===== config.mk =====
export PLATFORM = sky130hd
export DESIGN_NAME = bfly_engine
export DESIGN_NICKNAME = d
export VERILOG_FILES = /design/src/rtl/bfly_pkg.sv /design/src/rtl/bfly_cmul.sv /design/src/rtl/bfly_addsub.sv /design/src/rtl/bfly_sched.sv /design/src/rtl/bfly_engine.sv
export SDC_FILE = /design/constraint.sdc
export NUM_CORES = 2
export LEC_CHECK = 0
export BUFFER_PORTS_ARGS = -buffer_cell sky130_fd_sc_hd__buf_2
export CAP_MARGIN = 20
export CELL_PAD_IN_SITES_DETAIL_PLACEMENT = 2
export CELL_PAD_IN_SITES_GLOBAL_PLACEMENT = 2
export CORE_MARGIN = 2
export CORE_UTILIZATION = 30
export DETAILED_ROUTE_END_ITERATION = 7
export PLACE_DENSITY_LB_ADDON = 0.3
export SLEW_MARGIN = 20
export SYNTH_ARGS = -nofsm -noshare
export SYNTH_HDL_FRONTEND = slang
export SYNTH_SLANG_ARGS = --single-unit

===== constraint.sdc =====
create_clock -name clk -period 13.1 [get_ports clk]
set_input_delay 1.965 -clock clk [delete_from_list [all_inputs] [get_ports clk]]
set_output_delay 1.965 -clock clk [all_outputs]
set_load 0.02 [all_outputs]

===== src/rtl/bfly_pkg.sv =====
package bfly_pkg;
   typedef enum logic [1:0] {
      PH_RD0 = 2'd0,
      PH_RD1 = 2'd1,
      PH_WR0 = 2'd2,
      PH_WR1 = 2'd3
   } phase_t;
endpackage


===== src/rtl/bfly_cmul.sv =====
module bfly_cmul #(
   parameter int DW = 16,
   parameter int TW = 8,
   parameter int SH = 7,
   localparam int MW = DW + TW,
   localparam int PW = MW + 1 - SH
) (
   input  logic signed [DW-1:0] b_re,
   input  logic signed [DW-1:0] b_im,
   input  logic signed [TW-1:0] w_re,
   input  logic signed [TW-1:0] w_im,
   output logic signed [PW-1:0] p_re,
   output logic signed [PW-1:0] p_im
);
   generate
      if (SH < 0 || SH >= MW) begin : g_bad_shift
         $error("bfly_cmul: shift out of range");
      end
   endgenerate

   logic signed [MW-1:0] m_rr, m_ii, m_ri, m_ir;
   logic signed [MW:0]   f_re, f_im;

   assign m_rr = b_re * w_re;
   assign m_ii = b_im * w_im;
   assign m_ri = b_re * w_im;
   assign m_ir = b_im * w_re;

   assign f_re = {m_rr[MW-1], m_rr} - {m_ii[MW-1], m_ii};
   assign f_im = {m_ri[MW-1], m_ri} + {m_ir[MW-1], m_ir};

   // dropping the low SH bits is an arithmetic right shift
   assign p_re = f_re[MW:SH];
   assign p_im = f_im[MW:SH];
endmodule


===== src/rtl/bfly_addsub.sv =====
module bfly_addsub #(
   parameter int DW = 16,
   parameter int PW = 18,
   localparam int XW = ((PW > DW) ? PW : DW) + 1
) (
   input  logic signed [DW-1:0] a_re,
   input  logic signed [DW-1:0] a_im,
   input  logic signed [PW-1:0] p_re,
   input  logic signed [PW-1:0] p_im,
   output logic [DW-1:0]        s_re,
   output logic [DW-1:0]        s_im,
   output logic [DW-1:0]        d_re,
   output logic [DW-1:0]        d_im
);
   localparam logic signed [XW-1:0] MAXV = {{(XW-DW+1){1'b0}}, {(DW-1){1'b1}}};
   localparam logic signed [XW-1:0] MINV = {{(XW-DW+1){1'b1}}, {(DW-1){1'b0}}};

   generate
      if (DW < 4) begin : g_bad_width
         $error("bfly_addsub: data width too small");
      end
   endgenerate

   function automatic logic [DW-1:0] clip(input logic signed [XW-1:0] v);
      if (v > MAXV)      return MAXV[DW-1:0];
      else if (v < MINV) return MINV[DW-1:0];
      else               return v[DW-1:0];
   endfunction

   logic signed [XW-1:0] ax_re, ax_im, px_re, px_im;
   logic signed [XW-1:0] sum_re, sum_im, dif_re, dif_im;

   assign ax_re = {{(XW-DW){a_re[DW-1]}}, a_re};
   assign ax_im = {{(XW-DW){a_im[DW-1]}}, a_im};
   assign px_re = {{(XW-PW){p_re[PW-1]}}, p_re};
   assign px_im = {{(XW-PW){p_im[PW-1]}}, p_im};

   assign sum_re = ax_re + px_re;
   assign sum_im = ax_im + px_im;
   assign dif_re = ax_re - px_re;
   assign dif_im = ax_im - px_im;

   assign s_re = clip(sum_re);
   assign s_im = clip(sum_im);
   assign d_re = clip(dif_re);
   assign d_im = clip(dif_im);
endmodule


===== src/rtl/bfly_sched.sv =====
module bfly_sched
   import bfly_pkg::*;
#(
   parameter int NBF = 1024,
   localparam int CW = $clog2(NBF + 1)
) (
   input  logic          clk,
   input  logic          rst_n,
   input  logic          start,
   output logic          busy,
   output logic          done,
   output logic          issue,
   output logic [CW-1:0] idx
);
   generate
      if (NBF < 2 || (NBF % 2) != 0) begin : g_bad_count
         $error("bfly_sched: butterfly count must be even and at least 2");
      end
   endgenerate

   phase_t        ph;
   logic [CW-1:0] cnt;
   logic          last;

   assign issue = busy && (ph == PH_RD0 || ph == PH_RD1) && (cnt < CW'(NBF));
   assign idx   = cnt;
   assign last  = (ph == PH_WR1) && (cnt == CW'(NBF));

   always_ff @(posedge clk or negedge rst_n) begin
      if (!rst_n) begin
         busy <= 1'b0;
         done <= 1'b0;
         ph   <= PH_RD0;
         cnt  <= '0;
      end else begin
         done <= 1'b0;
         if (!busy) begin
            if (start) begin
               busy <= 1'b1;
               ph   <= PH_RD0;
               cnt  <= '0;
            end
         end else begin
            ph <= phase_t'(ph + 2'd1);
            if (issue) cnt <= cnt + 1'b1;
            if (last) begin
               busy <= 1'b0;
               done <= 1'b1;
            end
         end
      end
   end


   done_pulse_chk: assert property (@(posedge clk) disable iff (!rst_n)
      done |=> !done);

   busy_end_chk: assert property (@(posedge clk) disable iff (!rst_n)
      $fell(busy) |-> done);

   busy_hold_chk: assert property (@(posedge clk) disable iff (!rst_n)
      (busy && start && !last) |=> busy);
endmodule


===== src/rtl/bfly_engine.sv =====
module bfly_engine #(
   parameter int DW  = 16,
   parameter int TW  = 8,
   parameter int SH  = TW - 1,
   parameter int AW  = 10,
   parameter int NBF = 1024,
   localparam int CW = $clog2(NBF + 1)
) (
   input  logic                      clk,
   input  logic                      rst_n,
   input  logic                      start,
   output logic                      busy,
   output logic                      done,
   output logic                      bf_issue,
   output logic [CW-1:0]             bf_idx,
   input  logic [AW-1:0]             ag_addr_a,
   input  logic [AW-1:0]             ag_addr_b,
   input  logic                      ag_a_bank,
   input  logic [2*TW-1:0]           ag_tw,
   output logic [1:0]                mem_en,
   output logic [1:0]                mem_we,
   output logic [1:0][AW-1:0]        mem_addr,
   output logic [1:0][2*DW-1:0]      mem_wdata,
   input  logic [1:0][2*DW-1:0]      mem_rdata
);
   localparam int PW = DW + TW + 1 - SH;

   generate
      if (AW < 1) begin : g_bad_addr
         $error("bfly_engine: address width must be positive");
      end
   endgenerate

   // control
   bfly_sched #(.NBF(NBF)) u_sched (
      .clk   (clk),
      .rst_n (rst_n),
      .start (start),
      .busy  (busy),
      .done  (done),
      .issue (bf_issue),
      .idx   (bf_idx)
   );

   // compute stage registers (loaded in the read cycle)
   logic            cp_v, cp_sel;
   logic [AW-1:0]   cp_aa, cp_ab;
   logic [2*TW-1:0] cp_w;
   // write stage registers (loaded in the compute cycle)
   logic            wr_v, wr_sel;
   logic [AW-1:0]   wr_aa, wr_ab;
   logic [2*DW-1:0] wr_ra, wr_rb;

   logic [2*DW-1:0]      a_word, b_word;
   logic signed [PW-1:0] p_re, p_im;
   logic [DW-1:0]        s_re, s_im, d_re, d_im;

   assign a_word = mem_rdata[cp_sel];
   assign b_word = mem_rdata[~cp_sel];

   bfly_cmul #(.DW(DW), .TW(TW), .SH(SH)) u_cmul (
      .b_re (b_word[2*DW-1:DW]),
      .b_im (b_word[DW-1:0]),
      .w_re (cp_w[2*TW-1:TW]),
      .w_im (cp_w[TW-1:0]),
      .p_re (p_re),
      .p_im (p_im)
   );

   bfly_addsub #(.DW(DW), .PW(PW)) u_addsub (
      .a_re (a_word[2*DW-1:DW]),
      .a_im (a_word[DW-1:0]),
      .p_re (p_re),
      .p_im (p_im),
      .s_re (s_re),
      .s_im (s_im),
      .d_re (d_re),
      .d_im (d_im)
   );

   always_ff @(posedge clk or negedge rst_n) begin
      if (!rst_n) begin
         cp_v <= 1'b0;
         wr_v <= 1'b0;
      end else begin
         cp_v <= bf_issue;
         wr_v <= cp_v;
      end
   end

   always_ff @(posedge clk) begin
      if (bf_issue) begin
         cp_sel <= ag_a_bank;
         cp_aa  <= ag_addr_a;
         cp_ab  <= ag_addr_b;
         cp_w   <= ag_tw;
      end
      if (cp_v) begin
         wr_sel <= cp_sel;
         wr_aa  <= cp_aa;
         wr_ab  <= cp_ab;
         wr_ra  <= {s_re, s_im};
         wr_rb  <= {d_re, d_im};
      end
   end

   // bank ports
   generate
      for (genvar b = 0; b < 2; b++) begin : g_bank
         assign mem_en[b]    = bf_issue | wr_v;
         assign mem_we[b]    = wr_v;
         assign mem_addr[b]  = wr_v ? ((wr_sel == 1'(b)) ? wr_aa : wr_ab)
                                    : ((ag_a_bank == 1'(b)) ? ag_addr_a : ag_addr_b);
         assign mem_wdata[b] = (wr_sel == 1'(b)) ? wr_ra : wr_rb;


         inplace_chk: assert property (@(posedge clk) disable iff (!rst_n)
            mem_we[b] |-> (mem_addr[b] == $past(mem_addr[b], 2)));
      end
   endgenerate


   rw_apart_chk: assert property (@(posedge clk) disable iff (!rst_n)
      !(bf_issue && wr_v));

   wb_delay_chk: assert property (@(posedge clk) disable iff (!rst_n)
      mem_we[0] |-> $past(bf_issue, 2));

   idx_step_chk: assert property (@(posedge clk) disable iff (!rst_n)
      bf_issue |=> (bf_idx == CW'($past(bf_idx) + 1'b1)));
endmodule


* After elaboration in Yosys (flattened, before gate mapping)
Index checks and enable logic that the tools add are counted.
** Word-level totals
- Register bits :: 139
- Bits of input ports :: 104
- Memories kept :: 0
- RAM bits :: 0
- Output and inout port bits :: 102
- Bits in latches :: 0
- Memory bits (read-only) :: 0
** Operators by class
- Add/sub/neg operators :: 8
- Bitwise logic cells :: 2
- Multiplexer cells :: 26
- Shift-type cells :: 0
- Order comparisons :: 11
- Equal/unequal tests :: 4
- Reduce and logical (&&, ||, !) cells :: 7
- Multipliers :: 4
- Div/mod/pow operators :: 0
** Operator list (number)
- $mux 32 :: 6
- $mul 16x8->24 :: 4
- $gt 19x16->1 const B :: 4
- $lt 19x16->1 const B :: 4
- $mux 16 :: 4
- $mux 10 :: 6
- $add 16x18->19 :: 2
- $sub 16x18->19 :: 2
- $mux 11 :: 3
- $add 24x24->25 :: 1
- $sub 24x24->25 :: 1
- $add 11x1->11 const B :: 1
- $eq 11x11->1 const B :: 1
- $lt 11x11->1 const B :: 1
- $mux 1 :: 5
- $lt 1x2->1 const B :: 2
- $mux 2 :: 2
- $logic_and 1x1->1 :: 3
- $add 2x1->2 const B :: 1
- $eq 2x1->1 const B :: 1
- $eq 2x2->1 const B :: 1
- $logic_not 2->1 :: 1
- $ne 2x2->1 const B :: 1
- $reduce_and 2->1 :: 1
- other kinds (4) :: 4

* Longest topological paths before layout
- Word-level depth :: 8
- Depth in mapped cells :: 38
- Gate-level depth less buffers :: 32

* Modules after synthesis
From an unflattened synthesis, not the netlist that was laid out.
** Second synthesis, totals
- Cells, all modules :: 3126
- Area, all modules :: 29786.1 um^2
** By module, submodules not included
- bfly_cmul :: instances 1, area an instance 18330.1 um^2, cells each 2024
- bfly_engine :: instances 1, area an instance 5950.7 um^2, cells each 336
- bfly_addsub :: instances 1, area an instance 4688.2 um^2, cells each 686
- bfly_sched :: instances 1, area an instance 817.0 um^2, cells each 80

* Worst setup path before layout
No wires, ideal clock.
- Path type :: input port to flip-flop
- Start point :: input mem_rdata[16] (netlist name)
- End point :: register wr_ra[14] (data pin)
- Stages :: 32
- Library setup time :: 254 ps
- Data arrival time :: 9611 ps
- Slack :: 3235 ps
- Buffers on the path :: 3
- Cell sequence :: mux2i_1 buf_1 nand2_1 fa_1 fa_1 inv_1 fa_1 fa_1 fa_1 inv_1 fa_1 inv_1 ha_1 o311ai_0 o32ai_1 a21oi_1 o21ai_0 nor2_1 o21bai_1 a21oi_1 xnor2_1 ha_1 clkbuf_2 a21oi_1 o211ai_1 a221o_1 a211oi_1 a21oi_1 xnor2_1 o31a_1 buf_2 o21a_1
** On the way
- Word-level cells in the longest chain between the ends :: 7
- Elaborated cells between the ends (all ways) :: 8
- Classes of those cells :: 2 x add/sub; 1 x mul; 2 x order compare; 3 x mux
** RTL lines
- start: declaration :: line bfly_engine.sv:24 : input logic [1:0][2*DW-1:0] mem_rdata
- $mux 32 (implied by the code) * (2 in series) :: line bfly_engine.sv:59 : assign b_word = mem_rdata[~cp_sel];
- $mul 16x8->24 * :: line bfly_cmul.sv:26 : assign m_ri = b_re * w_im;
- $add 24x24->25 * :: line bfly_cmul.sv:30 : assign f_im = {m_ri[MW-1], m_ri} + {m_ir[MW-1], m_ir};
- $add 16x18->19 * :: line bfly_addsub.sv:39 : assign sum_im = ax_im + px_im;
- $lt 19x16->1 :: line bfly_addsub.sv:26 : else if (v < MINV) return MINV[DW-1:0];
- $mux 16 :: line bfly_addsub.sv:26
- end signal: assignment :: line bfly_engine.sv:102 : wr_ra <= {s_re, s_im};
- end: declaration :: line bfly_engine.sv:52 : logic [2*DW-1:0] wr_ra, wr_rb;
Every way passes the cells marked *; elsewhere a longest branch is shown, timed or not. The select of a mux whose other input is x is not followed.
A chain may end at the register's enable or synchronous reset.

* Worst setup path in the final report
- Start point :: input mem_rdata[16] (netlist name)
- End point :: register wr_rb[29] (data pin)
** On the way
- Word-level cells in the longest chain between the ends :: 7
- Elaborated cells between the ends (all ways) :: 10
- Classes of those cells :: 2 x add/sub; 1 x mul; 2 x order compare; 5 x mux
** RTL lines
- $mux 32 (implied by the code) (2 in series) :: line bfly_engine.sv:59
- $mul 16x8->24 :: line bfly_cmul.sv:24 : assign m_rr = b_re * w_re;
- $sub 24x24->25 :: line bfly_cmul.sv:29 : assign f_re = {m_rr[MW-1], m_rr} - {m_ii[MW-1], m_ii};
- $sub 16x18->19 * :: line bfly_addsub.sv:40 : assign dif_re = ax_re - px_re;
- $lt 19x16->1 :: line bfly_addsub.sv:26
- $mux 16 :: line bfly_addsub.sv:26
- end signal: assignment :: line bfly_engine.sv:103 : wr_rb <= {d_re, d_im};
- end: declaration :: line bfly_engine.sv:52
Marked as above.

==> out/metrics.cfg <==
[synthesis]
yosys.area.top_type=fa_1
synthTopCellsByArea=fa_1 35%, edfxtp_1 13%, ha_1 9.5%
netlist_instances=3066
synth.distinct_cells=89
synth_top_area_share_pct=34.5
synth_seq_cells=139
netlist_area_sq_mm=0.0293
yosys_warnings=0
async_reset_ff_share_pct=12.2
syn-num-nets=3897
synthFlopType=edfxtp_1
synth-seq-area-share_pct=14.0
yosysMostFrequentCell=inv_1
avgSynthCellArea_sq_um=9.55
synth_commonest_cells=660 x inv_1, 505 x fa_1, 251 x nand2_1
synth_edf_count=122

[place]
hpwl_um=68600
place_congestion=0.771
portBuffers=205
place_area_sq_mm=0.0315

[clock_tree]
clockBufferDepth=2
root_buffer=clkbuf_16
clkTransAtPathRegs_ns=0.08
hold_buffers=0
numClockSinks=139
ctsResizeCount=0
cts_tree=yes
cts_setup_buffers=0
htree_levels=4
insertion_delay_ns=0.52
cts_inserted_buffers=17

[floorplan]
rows=114
core_sq_mm=0.0967
dieHeight_um=316
die-width_um=316
dieArea_sq_mm=0.100
start_util_pct=30.3
ios=206

[global_routing]
grt.total_usage_pct=18.1
grt_pass1_wl_um=139000
antenna_found_initial=3
grt.overflow.total=0
grt_pass1_vias=24200
grt_start_max_net_pins=54

[route]
postRouteAntennaNets=0
drt-total-wl_um=86500
post_drt_wl_per_cell_um=19.4
vias=21100
drt-initial-drc-count=648
viasPerCell=4.72
route.detailed.drc=0
dr.pass1.iters=4

[setup_path]
crit_required_ns=13.32
endpoint_kind=register
worstPathArrival_ns=11.61
path_class=input port to register
critical_path.most_common_cell=fa_1
max_stage_delay_ns=0.82
start_kind=input port
reg2reg_setup_slack_ns=2.24
crit_slowest_cell=a2111oi_0
crit_fanout=15

[finish]
num_antenna_cells=0
register_area_sq_mm=0.00409
fillers=10900
multi_input_area_sq_mm=0.0221
area.growth.synth_to_final_pct=9.52
drive_gt1_share_pct=14.2
nets=4002
finalInstanceArea_sq_mm=0.0321

[timing]
slew_viol_final=0
post-route-min-period_ns=11.38
tightest_slew_ns=1.06
clock_skew_ns=0.0328
finalSetupViolations=0
fin_setup_tns_ns=0
fmax_mhz=87.8
slew_headroom_pct=29.6
finalCritPeriodShare_pct=86.9
grt_setup_unrepaired=no
hold_viol_final=0

[worst_hold_path]
holdCritPathClass=register to register

[job]
cap_violations=0

[outcome]
status=completed

## critical path, delay by kind of cell
| kind | cells | cell delay, ns |
|---|---|---|
| compound gates | 13 | 4.18 |
| mux | 1 | 0.59 |
| buf+inv | 6 | 0.74 |
| xor+xnor | 1 | 0.15 |
| fa+ha+maj | 8 | 3.73 |
| simple gates | 2 | 0.23 |
## metrics by stage
stage               util [%]  hold slack, ns  setup slack, ns  std cells
finish                  33.2           0.420             1.72       4460
global route            33.2           0.433             1.11       4460
CTS                     33.2           0.422             1.76       4460
detailed placement      32.5           0.406             1.22       4428
global placement        32.5           0.400             1.40       4428
floorplan                  -           0.400             3.23       3066
## final timing paths
path,start,to,cells past startpoint
setup / recovery,mem_rdata[16],wr_rb[29]$_SDFFCE_PN1P_,31
hold reg to reg,cp_aa[9]$_DFFE_PP_,wr_aa[9]$_DFFE_PP_,0
min in group asynchronous,rst_n,u_sched.idx[5]$_DFFE_PN0P_,1
setup reg to reg,cp_sel$_DFFE_PP_,wr_rb[29]$_SDFFCE_PN1P_,31
hold / removal,cp_aa[9]$_DFFE_PP_,wr_aa[9]$_DFFE_PP_,0
max in group asynchronous,rst_n,cp_v$_DFF_PN0_,1
## kinds of logic after synthesis
logic type,count (synthesis),synth area share [%]
compound gates,339,8.27
xor+xnor,132,4.00
fa+ha+maj,727,44.0
buf+inv,810,10.7
flops,139,14.0
mux,154,5.80
simple gates,765,13.2
## registers in the layout, indices dropped and copies added, names as in the netlist, 10 cells and up
name         count
cp_aa           10
cp_ab           10
cp_w            16
u_sched.idx     11
wr_aa           10
wr_ab           10
wr_ra           32
wr_rb           32
## area by class of cell
| class | instances | area share (%) |
|---|---|---|
| well taps | 1276 | 4.98 |
| flip-flops and latches | 139 | 12.8 |
| repair buffers | 233 | 3.86 |
| clock buffers | 17 | 1.33 |
| multi-input cells | 2117 | 68.8 |
| clock inverters | 15 | 0.535 |
| inverters | 663 | 7.76 |
## placed cells by master (no fill, tap or decap), types with 5 or more instances in the layout
master,netlist,layout
xnor2_1,99,99
nand3b_1,5,5
a21o_1,20,20
nand2_1,251,251
fa_1,505,505
nor3_1,22,22
nand2b_1,24,24
o21a_1,18,18
inv_8,0,5
o31ai_1,7,7
ha_1,222,222
o31a_1,8,8
a31oi_1,5,5
mux2_2,122,122
o21bai_1,15,15
o211ai_1,11,11
buf_2,12,205
o21ai_1,25,25
nand4_1,7,7
o21ai_0,42,42
or3_1,7,7
mux2i_1,31,30
inv_1,660,660
dfrtp_1,17,16
and2_1,195,195
clkbuf_16,0,17
or2_2,14,14
nor2_1,118,118
nor2b_1,73,73
a21oi_1,83,83
nor4_1,10,10
nand3_1,17,17
a211oi_1,28,28
edfxtp_1,122,122
xor2_1,31,31
buf_4,7,28
o21ai_2,17,17
## routing by layer
layer	vias up	track usage, %	part of all wire, %	wire [um]
met1	11100	22.7	43	37300
met3	54	1.60	1.7	1430
met2	170	33.4	54	46300
met5	-	0	0	0
li1	9736	-	-	-
met4	0	4.01	1.6	1420
Power is left out: the tool's default activity adds up to more than one toggle a clock period on the data nets, which glitch-free logic cannot reach.
